==> config.mk <==
export PLATFORM = sky130hd
export DESIGN_NAME = xtr_dma_chan
export DESIGN_NICKNAME = d
export VERILOG_FILES = /design/src/rtl/xtr_dma_pkg.sv /design/src/rtl/xtr_desc_ctrl.sv /design/src/rtl/xtr_mem_port.sv /design/src/rtl/xtr_irq_regs.sv /design/src/rtl/xtr_dma_chan.sv
export SDC_FILE = /design/constraint.sdc
export NUM_CORES = 1
export LEC_CHECK = 0
export ABC_AREA = 1
export BUFFER_PORTS_ARGS = -buffer_cell sky130_fd_sc_hd__buf_2
export CORE_ASPECT_RATIO = 0.9
export CORE_UTILIZATION = 55
export CTS_BUF_LIST = sky130_fd_sc_hd__clkbuf_4 sky130_fd_sc_hd__clkbuf_8
export CTS_CLUSTER_DIAMETER = 40
export CTS_CLUSTER_SIZE = 24
export DETAILED_ROUTE_END_ITERATION = 8
export MAX_ROUTING_LAYER = met4
export PLACE_DENSITY_LB_ADDON = 0.1
export RECOVER_POWER = 100
export SLEW_MARGIN = 20
export SYNTH_ARGS = -nofsm -noshare
export SYNTH_HDL_FRONTEND = slang
export SYNTH_SLANG_ARGS = --single-unit
==> constraint.sdc <==
create_clock -name clk -period 3.1 [get_ports clk]
set_clock_uncertainty 0.05 [all_clocks]
set_input_delay 0.155 -clock clk [delete_from_list [all_inputs] [get_ports clk]]
set_output_delay 0.155 -clock clk [all_outputs]
set_load 0.02 [all_outputs]
==> src/rtl/xtr_dma_pkg.sv <==
package xtr_dma_pkg;
   localparam int LEN_W      = 16;
   localparam int SOF_BIT    = 16;
   localparam int EOF_BIT    = 17;
   localparam int IRQ_BIT    = 18;
   localparam int DONE_BIT   = 19;
   localparam logic [31:0] LINK_END = 32'h1;

   typedef enum logic [2:0] {
      ST_IDLE, ST_FETCH, ST_CAPT, ST_RECV, ST_WRST, ST_STALL, ST_DRAIN
   } xtr_state_t;

   // word index times four is the byte offset inside a descriptor
   typedef enum logic [1:0] {
      W_LINK = 2'd0, W_INFO = 2'd1, W_BUF = 2'd2, W_STAT = 2'd3
   } xtr_word_t;
endpackage

==> src/rtl/xtr_desc_ctrl.sv <==
module xtr_desc_ctrl
   import xtr_dma_pkg::*;
#(
   parameter int AW = 16
) (
   input  logic             clk,
   input  logic             rst_n,
   input  logic [AW-1:0]    head_addr,
   input  logic             cmd_activate,
   input  logic             cmd_reload,
   input  logic             cmd_disable,
   input  logic             cmd_discard,
   input  logic             s_valid,
   input  logic [7:0]       s_data,
   input  logic             s_last,
   output logic             s_ready,
   input  logic [31:0]      rd_data,
   output logic             rd_req,
   output logic [AW-1:0]    rd_addr,
   output logic             wr_byte,
   output logic             wr_word,
   output logic [AW-1:0]    wr_addr,
   output logic [7:0]       wr_data8,
   output logic [31:0]      wr_data32,
   output logic             chan_active,
   output logic             stalled,
   output logic             blk_done,
   output logic             blk_irq,
   output logic             blk_trunc,
   output logic [AW-1:0]    dptr_q,
   output logic [LEN_W-1:0] cap_q
);
   xtr_state_t       state_q;
   xtr_word_t        widx_q;
   logic [AW-1:0]    cur_q;
   logic [LEN_W-1:0] cnt_q;
   logic             irqb_q, trunc_q, started_q, dis_pend_q, rel_pend_q;
   logic             room, take;

   assign room        = cnt_q < cap_q;
   assign take        = (state_q == ST_RECV) && s_valid;
   assign s_ready     = (state_q == ST_RECV) || (state_q == ST_DRAIN);
   assign chan_active = (state_q != ST_IDLE) && (state_q != ST_DRAIN);
   assign stalled     = (state_q == ST_STALL);

   assign rd_req    = (state_q == ST_FETCH);
   assign rd_addr   = cur_q + AW'({widx_q, 2'b00});
   assign wr_byte   = take && room;
   assign wr_word   = (state_q == ST_WRST);
   assign wr_addr   = wr_word ? cur_q + AW'({W_STAT, 2'b00}) : dptr_q + AW'(cnt_q);
   assign wr_data8  = s_data;
   assign wr_data32 = {12'd0, 1'b1, irqb_q, 1'b1, 1'b1, cnt_q};

   assign blk_done  = wr_word;
   assign blk_irq   = irqb_q;
   assign blk_trunc = trunc_q;

   always_ff @(posedge clk or negedge rst_n) begin
      if (!rst_n) begin
         state_q    <= ST_IDLE;
         widx_q     <= W_INFO;
         cur_q      <= '0;
         dptr_q     <= '0;
         cap_q      <= '0;
         cnt_q      <= '0;
         irqb_q     <= 1'b0;
         trunc_q    <= 1'b0;
         started_q  <= 1'b0;
         dis_pend_q <= 1'b0;
         rel_pend_q <= 1'b0;
      end else begin
         // a pending reload is consumed by the next link read
         if (state_q == ST_FETCH && widx_q == W_LINK) rel_pend_q <= 1'b0;
         if (cmd_reload) rel_pend_q <= 1'b1;

         if (!chan_active) dis_pend_q <= 1'b0;
         else if (cmd_disable) dis_pend_q <= 1'b1;

         unique case (state_q)
            ST_IDLE: begin
               if (cmd_activate) begin
                  cur_q   <= head_addr;
                  widx_q  <= W_INFO;
                  state_q <= ST_FETCH;
               end else if (cmd_discard) begin
                  state_q <= ST_DRAIN;
               end
            end
            ST_FETCH: state_q <= ST_CAPT;
            ST_CAPT: begin
               state_q <= ST_FETCH;
               unique case (widx_q)
                  W_INFO: begin
                     cap_q  <= rd_data[LEN_W-1:0];
                     widx_q <= W_BUF;
                  end
                  W_BUF: begin
                     dptr_q <= rd_data[AW-1:0];
                     widx_q <= W_STAT;
                  end
                  W_STAT: begin
                     irqb_q    <= rd_data[IRQ_BIT];
                     cnt_q     <= '0;
                     trunc_q   <= 1'b0;
                     started_q <= 1'b0;
                     state_q   <= ST_RECV;
                  end
                  W_LINK: begin
                     if (rd_data == LINK_END) begin
                        state_q <= ST_STALL;
                     end else begin
                        cur_q  <= rd_data[AW-1:0];
                        widx_q <= W_INFO;
                     end
                  end
               endcase
            end
            ST_RECV: begin
               if (take) begin
                  started_q <= 1'b1;
                  if (room) cnt_q <= cnt_q + 1'b1;
                  else      trunc_q <= 1'b1;
                  if (s_last) state_q <= ST_WRST;
               end else if (dis_pend_q && !started_q) begin
                  state_q <= ST_IDLE;
               end
            end
            ST_WRST: begin
               widx_q  <= W_LINK;
               state_q <= dis_pend_q ? ST_IDLE : ST_FETCH;
            end
            ST_STALL: begin
               if (dis_pend_q) state_q <= ST_IDLE;
               else if (rel_pend_q) begin
                  widx_q  <= W_LINK;
                  state_q <= ST_FETCH;
               end
            end
            ST_DRAIN: begin
               if (s_valid && s_last) state_q <= ST_IDLE;
            end
            default: state_q <= ST_IDLE;
         endcase
      end
   end
endmodule

==> src/rtl/xtr_mem_port.sv <==
module xtr_mem_port #(
   parameter int AW    = 16,
   parameter int LANES = 4
) (
   input  logic               rd_req,
   input  logic [AW-1:0]      rd_addr,
   input  logic               wr_byte,
   input  logic               wr_word,
   input  logic [AW-1:0]      wr_addr,
   input  logic [7:0]         wr_data8,
   input  logic [8*LANES-1:0] wr_data32,
   output logic               mem_req,
   output logic               mem_we,
   output logic [AW-1:0]      mem_addr,
   output logic [LANES-1:0]   mem_be,
   output logic [8*LANES-1:0] mem_wdata
);
   localparam int SEL_W = $clog2(LANES);

   assign mem_req  = rd_req | wr_byte | wr_word;
   assign mem_we   = wr_byte | wr_word;
   assign mem_addr = rd_req ? rd_addr : wr_addr;

   for (genvar g = 0; g < LANES; g++) begin : g_lane
      assign mem_be[g] = wr_word | (wr_byte && (wr_addr[SEL_W-1:0] == SEL_W'(g)));
      assign mem_wdata[8*g +: 8] = wr_word ? wr_data32[8*g +: 8] : wr_data8;
   end
endmodule

==> src/rtl/xtr_irq_regs.sv <==
module xtr_irq_regs (
   input  logic clk,
   input  logic rst_n,
   input  logic blk_done,
   input  logic blk_irq,
   input  logic blk_trunc,
   input  logic int_en,
   input  logic int_ack,
   input  logic err_ack,
   output logic irq_db,
   output logic irq_err
);
   always_ff @(posedge clk or negedge rst_n) begin
      if (!rst_n) begin
         irq_db  <= 1'b0;
         irq_err <= 1'b0;
      end else begin
         if (blk_done && blk_irq && int_en) irq_db <= 1'b1;
         else if (int_ack)                  irq_db <= 1'b0;
         if (blk_done && blk_trunc)         irq_err <= 1'b1;
         else if (err_ack)                  irq_err <= 1'b0;
      end
   end
endmodule

==> src/rtl/xtr_dma_chan.sv <==
module xtr_dma_chan
   import xtr_dma_pkg::*;
#(
   parameter int AW = 16
) (
   input  logic          clk,
   input  logic          rst_n,
   input  logic [AW-1:0] head_addr,
   input  logic          cmd_activate,
   input  logic          cmd_reload,
   input  logic          cmd_disable,
   input  logic          cmd_discard,
   input  logic          int_en,
   input  logic          int_ack,
   input  logic          err_ack,
   input  logic          s_valid,
   input  logic [7:0]    s_data,
   input  logic          s_last,
   output logic          s_ready,
   output logic          mem_req,
   output logic          mem_we,
   output logic [AW-1:0] mem_addr,
   output logic [3:0]    mem_be,
   output logic [31:0]   mem_wdata,
   input  logic [31:0]   mem_rdata,
   output logic          chan_active,
   output logic          irq_db,
   output logic          irq_err
);
   if (AW < 8 || AW > 32) begin : g_bad_aw
      $error("xtr_dma_chan: AW must lie in 8..32");
   end

   logic             rd_req, wr_byte, wr_word, stalled;
   logic             blk_done, blk_irq, blk_trunc;
   logic [AW-1:0]    rd_addr, wr_addr, dptr_q;
   logic [7:0]       wr_data8;
   logic [31:0]      wr_data32;
   logic [LEN_W-1:0] cap_q;

   xtr_desc_ctrl #(.AW(AW)) u_ctrl (
      .clk(clk), .rst_n(rst_n), .head_addr(head_addr),
      .cmd_activate(cmd_activate), .cmd_reload(cmd_reload),
      .cmd_disable(cmd_disable), .cmd_discard(cmd_discard),
      .s_valid(s_valid), .s_data(s_data), .s_last(s_last), .s_ready(s_ready),
      .rd_data(mem_rdata), .rd_req(rd_req), .rd_addr(rd_addr),
      .wr_byte(wr_byte), .wr_word(wr_word), .wr_addr(wr_addr),
      .wr_data8(wr_data8), .wr_data32(wr_data32),
      .chan_active(chan_active), .stalled(stalled),
      .blk_done(blk_done), .blk_irq(blk_irq), .blk_trunc(blk_trunc),
      .dptr_q(dptr_q), .cap_q(cap_q)
   );

   xtr_mem_port #(.AW(AW), .LANES(4)) u_port (
      .rd_req(rd_req), .rd_addr(rd_addr), .wr_byte(wr_byte), .wr_word(wr_word),
      .wr_addr(wr_addr), .wr_data8(wr_data8), .wr_data32(wr_data32),
      .mem_req(mem_req), .mem_we(mem_we), .mem_addr(mem_addr),
      .mem_be(mem_be), .mem_wdata(mem_wdata)
   );

   xtr_irq_regs u_irq (
      .clk(clk), .rst_n(rst_n), .blk_done(blk_done), .blk_irq(blk_irq),
      .blk_trunc(blk_trunc), .int_en(int_en), .int_ack(int_ack),
      .err_ack(err_ack), .irq_db(irq_db), .irq_err(irq_err)
   );
endmodule

# Word level (Yosys, flattened, before mapping)
# Index checks and enable logic that the tools add are counted.
# Widths: inputs -> output; s select.
dict set report op_classes {
  add_sub_neg 4
  mul 0
  div_mod_pow 0
  n_lt_le_gt_ge 1
  n_eq_ne 31
  shift 0
  mux 46
  bitwise 7
  n_reduce_logical 34
}
# operator count
set ops {}
lappend ops {{$mux 16} 8}
lappend ops {{$pmux 16 s2} 2}
lappend ops {{$eq 32x1->1 const B} 1}
lappend ops {{$mux 8} 4}
lappend ops {{$mux 3} 9}
lappend ops {{$pmux 3 s7} 1}
lappend ops {{$add 16x1->16 const B} 1}
lappend ops {{$add 16x16->16} 1}
lappend ops {{$add 16x4->16} 1}
lappend ops {{$add 16x4->16 const B} 1}
lappend ops {{$lt 16x16->1} 1}
lappend ops {{$ne 2x2->1 const B} 7}
lappend ops {{$logic_and 1x1->1} 13}
lappend ops {{$mux 1} 13}
lappend ops {{$ne 3x3->1 const B} 4}
lappend ops {{$reduce_and 4->1} 3}
lappend ops {{$reduce_bool 2->1} 5}
lappend ops {{$eq 3x3->1 const B} 3}
lappend ops {{$eq 2x2->1 const B} 4}
lappend ops {{$mux 2} 4}
lappend ops {{$ne 2x1->1 const B} 4}
lappend ops {{$pmux 2 s4} 1}
lappend ops {{$or 1x1->1} 7}
lappend ops {{$eq 3x2->1 const B} 2}
lappend ops {{other kinds (18)} 23}
dict set report totals {
  regBits 76
  latch_bits 0
  ram_bits 0
  rom_bits 0
  out_inout_bits 58
  wordCells 136
  n_memories 0
}

# Longest topological paths before layout
# Gate-level depths: netlist of run 1.
dict set report logic_depth {
  depth_word 5
  ltp_mapped 14
}

# Modules after synthesis
# Synthesis of run 1 repeated with hierarchy kept, for this count alone.
dict set report unflattened {
  hier_cells 988
  hier_area_um2 6528.8
}
# mod n_inst cells_per_inst area_per_inst_um2 seq_area_each_um2
set by_module_without_submodules {}
lappend by_module_without_submodules {xtr_desc_ctrl 1 836 5818.1 1853.0}
lappend by_module_without_submodules {xtr_mem_port 1 142 629.4 0.0}
lappend by_module_without_submodules {xtr_irq_regs 1 10 81.3 50.0}

# Worst setup path before layout of run 1
# OpenSTA, ideal clock, no wires.
dict set report synth_timing {
  kind {reg2out}
  start {register u_ctrl.widx_q[0]}
  end {output mem_addr[12]}
  arrival_time_ps 2147
  t_required_ps 2895
  setup_slack_ps 748
  path_stages_with_launch 11
  path_buffers 0
  path_cell_list {dfstp_2 > ha_1 > inv_1 > fa_1 > nor2_1 > nand2_1 > nor2_1 > nand2_1 > xor2_1 > nor2_1 > a21oi_1}
}
dict set report synth_via {
  elab_chain_len 2
}
# item line
set synth_lines {}
lappend synth_lines {{from (decl)} xtr_desc_ctrl.sv:34} ;# xtr_word_t widx_q;
lappend synth_lines {{from (signal assigned)} xtr_desc_ctrl.sv:61} ;# widx_q <= W_INFO;
lappend synth_lines {{from (signal assigned)} xtr_desc_ctrl.sv:83} ;# widx_q <= W_INFO;
lappend synth_lines {{from (signal assigned)} xtr_desc_ctrl.sv:95} ;# widx_q <= W_BUF;
lappend synth_lines {{$add 16x4->16} xtr_desc_ctrl.sv:47} ;# assign rd_addr = cur_q + AW'({widx_q, 2'b00});
lappend synth_lines {{$mux 16} xtr_mem_port.sv:22} ;# assign mem_addr = rd_req ? rd_addr : wr_addr;
lappend synth_lines {{to (decl)} xtr_dma_chan.sv:22} ;# output logic [AW-1:0] mem_addr,
# Every way passes these cells.

# Worst setup path after layout of run 1
# Ends and elaborated chain as after synthesis.

==> flow_summary.ini, run 1 <==
[status]
status = finished with violations
violations = capacitance limit, slew limit

[critical_path]
path_max_fanout = 6
rr_startpoint = u_ctrl.cnt_q[11]$_DFFE_PN0P_
critPathRequiredTime_ns = 2.89
reg2reg_slack_ns = 0.52
critical_path_class = reg2out
r2r_cells = 11
r2r_end = u_ctrl.cnt_q[1]$_DFFE_PN0P_
start_kind = flop
cp.arrival_ns = 2.69
end_kind = output pin

[synth]
synth_ff_type = dfrtp_1
synth-edff-count = 0
async_flop_share = 1.000
yosysSeqAreaShare = 0.3034
synthCells = 941
yosysUniqueCellTypes = 40
syn-num-nets = 1050
netlist.top_cell.by_area = dfrtp_1
ys_warn_count = 0
yosys-top-cells-area = dfrtp_1 (30%), nand2_1 (17%), inv_1 (8.0%)
syn-mean-instance-area_um2 = 6.667
syn_area_um2 = 6274
yosysTopAreaCellShare = 0.2992
ys_seq_elements = 76

[sta]
fmax_mhz = 345.9
finalHoldViolCount = 0
relSlewSlack = -0.2902
timing.final.crit_share = 0.9325
tightest_slew_ns = 1.935
tns_ns = 0
timing.final.max_slew_violations = 77
grt_setup_unrepaired = false
final-setup-viol-count = 0
fin_crit_ns = 2.891

[routing]
firstDrtPassIters = 5
via_per_inst = 5.229
initialDrtViolationCount = 501
ant_nets = 0
wl_per_cell_um = 14.03
drc_errors = 0
routed-wl-met3_um = 1089
drt-total-wl_um = 17050
routedLengthMet1_um = 8368
dr_wl_met2_um = 7306
routed.top_layer = met4
num_vias = 6353

[power_and_ir_drop]
leakage_uw = 0.003847
power_switching_uw = 3097
p_sw_frac = 0.5082
peakVddDrop_uv = 522.0
p_comb_frac = 0.579
intPower_uw = 2997
pwr-share-clk = 0.143
p_seq_frac = 0.277
p_per_area_nw_per_um2 = 857.5

[floorplan]
die_w_um = 114.6
start_util = 0.5732
die_area_um2 = 11840
row_count = 36
coreArea_um2 = 10950
ioPinCount = 125
chipHeight_um = 103.3

[global_route]
antenna_found_initial = 0
grt_pass1_vias = 5513
grt_pass1_wl_um = 27390
overflow = 0
grt_max_degree = 77
grt_usage = 0.3103

[placed_design]
dp_hpwl_um = 12720
gp_congestion = 0.9179
port_buffers = 124
postPlaceCellArea_um2 = 6958

[min_path]
whs_path_depth = 5
holdPathEnd = u_ctrl.cur_q[2]$_DFFE_PN0P_
hold_class = in2reg
hp-start = head_addr[2]

[clock_tree]
cts-root-buf = clkbuf_8
cts_htree_levels = 3
cts.reportedPaths.clkPinSlew_ns = 0.08
clock_latency_ns = 0.36
cts_tree = done
clockBufferDepth = 2
post-cts-setup-buffers = 0
cts_made_buffers = 9
clock-sinks = 76

[final_layout]
fin_area_um2 = 7107
diodes = 0
layout.nets = 1167
drive_above_1_share = 0.1110
areaGrowthSynthToFinish_pct = 13.28

[run]
drv_cap = 1
==> Yosys cell counts (6+ instances only) <==
cell	instances
nor2_1	68
xor2_1	24
o21ai_1	6
nand3_1	67
nor3_1	17
nand2_1	284
o21ai_0	83
clkbuf_1	10
o21ai_2	17
buf_4	6
a21oi_1	31
ha_1	40
dfrtp_1	75
inv_1	134
buf_2	11
nand4_1	14
==> per-stage QoR <==
stage | utilization | hold slack [ns] | std cells | power (uW) | worst slack, ns
after global routing | 0.6493 | 0.06722 | 1215 | 6652 | 0.03642
after global placement | 0.6357 | 0.2951 | 1192 | 5351 | 0.4992
after detailed placement | 0.6357 | 0.3029 | 1192 | 5392 | 0.4764
after floorplan | - | -0.1906 | 941 | 4458 | 0.7478
after CTS | 0.6622 | 0.04378 | 1215 | 6293 | 0.05174
final | 0.6493 | 0.05823 | 1215 | 6094 | 0.2092
==> worst max-delay path by stage <==
stage | start | to | slack (ns) | cells after the start
after floorplan | u_ctrl.widx_q[0]$_DFFE_PN1P_ | mem_addr[12] | 0.75 | 10
after global placement | u_ctrl.cnt_q[0]$_DFFE_PN0P_ | mem_addr[14] | 0.50 | 14
after detailed placement | u_ctrl.cnt_q[0]$_DFFE_PN0P_ | mem_addr[14] | 0.48 | 14
after CTS | u_ctrl.cnt_q[0]$_DFFE_PN0P_ | mem_addr[14] | 0.05 | 14
after global routing | u_ctrl.widx_q[0]$_DFFE_PN1P_ | mem_addr[12] | 0.04 | 11
final | u_ctrl.widx_q[0]$_DFFE_PN1P_ | mem_addr[12] | 0.21 | 11
==> per-layer routing <==
metal  global-route usage  up-vias
met5                    -        -
met4              0.07892        0
met3              0.05128       28
met2               0.4503      209
met1               0.4485     2887
li1                     -     3229
==> layout by cell type, fill, tap and decap left out, types with 2 or more instances in the layout <==
| cell type | n |
|---|---|
| o21ai_0 | 98 |
| clkbuf_2 | 5 |
| buf_2 | 72 |
| fa_1 | 2 |
| nand3_1 | 67 |
| nor2_2 | 2 |
| ha_1 | 40 |
| nand3b_1 | 2 |
| bufinv_16 | 2 |
| xor2_1 | 24 |
| a21oi_1 | 31 |
| o21a_1 | 4 |
| clkbuf_8 | 9 |
| and2_1 | 2 |
| dlygate4sd3_1 | 7 |
| nand2_1 | 284 |
| clkbuf_4 | 3 |
| a31oi_1 | 5 |
| o21ai_2 | 3 |
| nand2_4 | 2 |
| a211oi_1 | 2 |
| nand4_1 | 14 |
| nor3_1 | 17 |
| o21bai_1 | 3 |
| or2_0 | 2 |
| clkbuf_1 | 49 |
| dfrtp_1 | 75 |
| nor2_1 | 71 |
| o21ai_1 | 5 |
| or2_2 | 5 |
| a22oi_1 | 2 |
| inv_1 | 137 |
| buf_4 | 4 |
==> timing repair <==
item,in CTS,in global routing
setup endpoints to repair,0,5
gates resized for setup,0,3
hold buffers,7,0
hold endpoints to repair,80,0
==> sequential cells by signal, summed over array words and instances (netlist names), 2 cells and up <==
name            flops
u_ctrl.cap_q       16
u_ctrl.cnt_q       16
u_ctrl.cur_q       16
u_ctrl.dptr_q      16
u_ctrl.state_q      3
u_ctrl.widx_q       2
==> layout make-up <==
cell class                      instances  area, um^2
Tap cell                              152       190.2
Sequential cell                        76        1903
Fill cell                            1081        3839
Clock buffer                           12       146.4
Timing Repair Buffer                  138       689.4
Inverter                              138       518.0
Multi-Input combinational cell        695        3586
Clock inverter                          4       73.82
==> critical path, stage by stage, from the launching register on <==
cell,delay (ns)
dfstp_2,0.60
ha_1,0.18
inv_1,0.05
fa_1,0.41
nor2_2,0.21
nand2_1,0.08
nor2_1,0.18
nand2_1,0.09
xor2_1,0.13
nor2_1,0.05
a21oi_1,0.16
clkbuf_2,0.19
==> power groups by stage <==
stage	registers, uW	clock network [uW]	logic, uW
3_5_place_dp	1700	0	3690
3_3_place_gp	1690	0	3660
2_1_floorplan	1610	0	2850
5_1_grt	1740	919	4000
4_1_cts	1690	886	3720
6_report	1690	873	3530
==> kinds of logic after synthesis <==
kind of cell               count (synthesis)  synth area share
adders and majority gates                 42           0.08616
muxes                                      1          0.001795
xor gates and xnor gates                  24           0.03351
and+or+nand+nor                          471            0.3179
DFF                                       76            0.3034
AOI/OAI and AO/OA                        157            0.1438
buffers and inverters                    170            0.1135
Note: power is estimated with default switching activity, not from simulation.
==> run 2: changes to the inputs <==
--- a/config.mk
+++ b/config.mk
@@ -6,6 +6,7 @@
 export NUM_CORES = 1
 export LEC_CHECK = 0
 export ABC_AREA = 1
+export ABC_CLOCK_PERIOD_IN_PS = 3100
 export BUFFER_PORTS_ARGS = -buffer_cell sky130_fd_sc_hd__buf_2
 export CORE_ASPECT_RATIO = 0.9
 export CORE_UTILIZATION = 55
@@ -16,6 +17,7 @@
 export MAX_ROUTING_LAYER = met4
 export PLACE_DENSITY_LB_ADDON = 0.1
 export RECOVER_POWER = 100
+export SETUP_SLACK_MARGIN = 0.5
 export SLEW_MARGIN = 20
 export SYNTH_ARGS = -nofsm -noshare
 export SYNTH_HDL_FRONTEND = slang
==> run 2 against run 1 <==
  * Non-clock buffer count rose by 21
  * Die area stayed put
  * Routed wire length is 3.7% higher
  * Combinational power up 7.1%
  * Critical path type unchanged
  * Sequential power hardly changed
  * Worst setup slack improved by 0.19 ns
  * The flow still finishes with violations (capacitance limit, slew limit)
  * Sequential share of layout area down 1.1 points
==> flow_summary.ini, run 2 (synthesis gave the netlist of run 1 again) <==
[status]
status = finished with violations
violations = capacitance limit, slew limit

[critical_path]
start_kind = flop
critical_path_class = reg2out
critPathRequiredTime_ns = 2.89
rr_startpoint = u_ctrl.state_q[0]$_DFFE_PN0P_
r2r_end = u_ctrl.cur_q[14]$_DFFE_PN0P_
cp.arrival_ns = 2.49
end_kind = output pin
reg2reg_slack_ns = 0.51
r2r_cells = 7
path_max_fanout = 4

[final_layout]
layout_common_cells = nand2_1 (279), inv_1 (132), o21ai_0 (98)
layout_commonest_cell = nand2_1
areaGrowthSynthToFinish_pct = 19.21
layout.cells.non_filler = 1237
regArea_um2 = 1917
multi_input_area_um2 = 3764
post-route-util = 0.6832
diodes = 0
fin_area_um2 = 7478
nFillCells = 1042
layout.nets = 1189
drive_above_1_share = 0.1668

[power_and_ir_drop]
power_switching_uw = 3209
pwr-share-clk = 0.137
intPower_uw = 3154
p_per_area_nw_per_um2 = 850.9
p_comb_frac = 0.595
p_sw_frac = 0.5043
p_seq_frac = 0.268
leakage_uw = 0.003941
totalPowerFinal_uw = 6363
peakVddDrop_uv = 549.0

[routing]
firstDrtPassIters = 5
num_vias = 6488
drc_errors = 0
wl_per_cell_um = 14.29
initialDrtViolationCount = 412
via_per_inst = 5.245
ant_nets = 0
drt-total-wl_um = 17680

[placed_design]
postPlaceCellArea_um2 = 6958
dp_hpwl_um = 12720
dp.cells = 1192
port_buffers = 124
gp_congestion = 0.9179

[clock_tree]
cts_made_buffers = 9
cts.reportedPaths.clkPinSlew_ns = 0.08
clockBufferDepth = 2
cts_tree = done
clock-sinks = 76
clock_latency_ns = 0.36
cts_htree_levels = 3
cts-root-buf = clkbuf_8

[global_route]
grt_pass1_vias = 5574
grt_usage = 0.3144
overflow = 0
antenna_found_initial = 0
grt_pass1_wl_um = 27790
grt_max_degree = 77

[sta]
relSlewSlack = -0.2956
finalHoldViolCount = 0
grt_setup_unrepaired = true
fmax_mhz = 370.5
tns_ns = 0
final-setup-viol-count = 0
timing.final.max_slew_violations = 77
timing.final.crit_share = 0.8707
tightest_slew_ns = 1.943
fin_crit_ns = 2.699

[floorplan]
coreArea_um2 = 10950
die_area_um2 = 11840
ioPinCount = 125
row_count = 36
die_w_um = 114.6
start_util = 0.5732
chipHeight_um = 103.3

[min_path]
hold_class = in2reg
holdPathEnd = u_ctrl.cur_q[5]$_DFFE_PN0P_
whs_path_depth = 5
hp-start = head_addr[5]

[run]
drv_cap = 1
-- run 2: worst max path at each step --
stage / start / cells after the start / slack [ns] / end
2_1_floorplan: u_ctrl.widx_q[0]$_DFFE_PN1P_ / 10 / 0.75 / mem_addr[12]
3_3_place_gp: u_ctrl.cnt_q[0]$_DFFE_PN0P_ / 14 / 0.50 / mem_addr[14]
3_5_place_dp: u_ctrl.cnt_q[0]$_DFFE_PN0P_ / 14 / 0.48 / mem_addr[14]
4_1_cts: u_ctrl.cnt_q[0]$_DFFE_PN0P_ / 14 / 0.46 / mem_addr[14]
5_1_grt: u_ctrl.cnt_q[11]$_DFFE_PN0P_ / 11 / 0.23 / mem_be[3]
6_report: u_ctrl.widx_q[0]$_DFFE_PN1P_ / 9 / 0.40 / mem_addr[8]
-- run 2: cell type report --
| type | count | share of cell area |
|---|---|---|
| clock buffer | 12 | 0.01957 |
| timing repair buffer | 159 | 0.1156 |
| clock inverter | 4 | 0.009871 |
| multi-input combinational | 696 | 0.5033 |
| sequential | 76 | 0.2563 |
| tap | 152 | 0.02543 |
| inverter | 138 | 0.06993 |
-- run 2: layer usage --
layer,vias up,part of all wire,global-route usage
met2,251,0.44,0.4583
met4,0,0.015,0.08092
met5,-,0,-
met3,27,0.076,0.04895
li1,3282,-,-
met1,2928,0.47,0.4544
-- run 2: worst max-delay path, cell delays in order (launching register included) --
cell      delay, ns
dfstp_2        0.57
ha_4           0.14
inv_2          0.03
fa_2           0.33
nor2_1         0.28
inv_1          0.11
nor2_1         0.13
xor2_1         0.09
a22oi_1        0.19
clkbuf_1       0.25
-- run 2: timing repair --
| item | in CTS | in global routing |
|---|---|---|
| endpoints found under the setup margin | 13 | 24 |
| pin swaps | 5 | 14 |
| cloned | 0 | 1 |
| buffers inserted | 5 | 16 |
| hold endpoints to repair | 80 | 0 |
| gates resized for setup | 17 | 51 |
| hold buffers | 7 | 0 |
-- run 2: power groups by stage --
stage	Clock, uW	Combinational, uW	Sequential, uW
2_1_floorplan	0	2850	1610
3_3_place_gp	0	3660	1690
3_5_place_dp	0	3690	1700
4_1_cts	886	3810	1680
5_1_grt	919	4260	1750
6_report	873	3780	1710
-- run 2: through the flow --
stage          hold slack (ns)  setup WS, ns
4_1_cts                0.04378        0.4563
3_3_place_gp            0.2951        0.4992
2_1_floorplan          -0.1906        0.7478
6_report               0.05591        0.4007
3_5_place_dp            0.3029        0.4764
5_1_grt                0.06722        0.2315
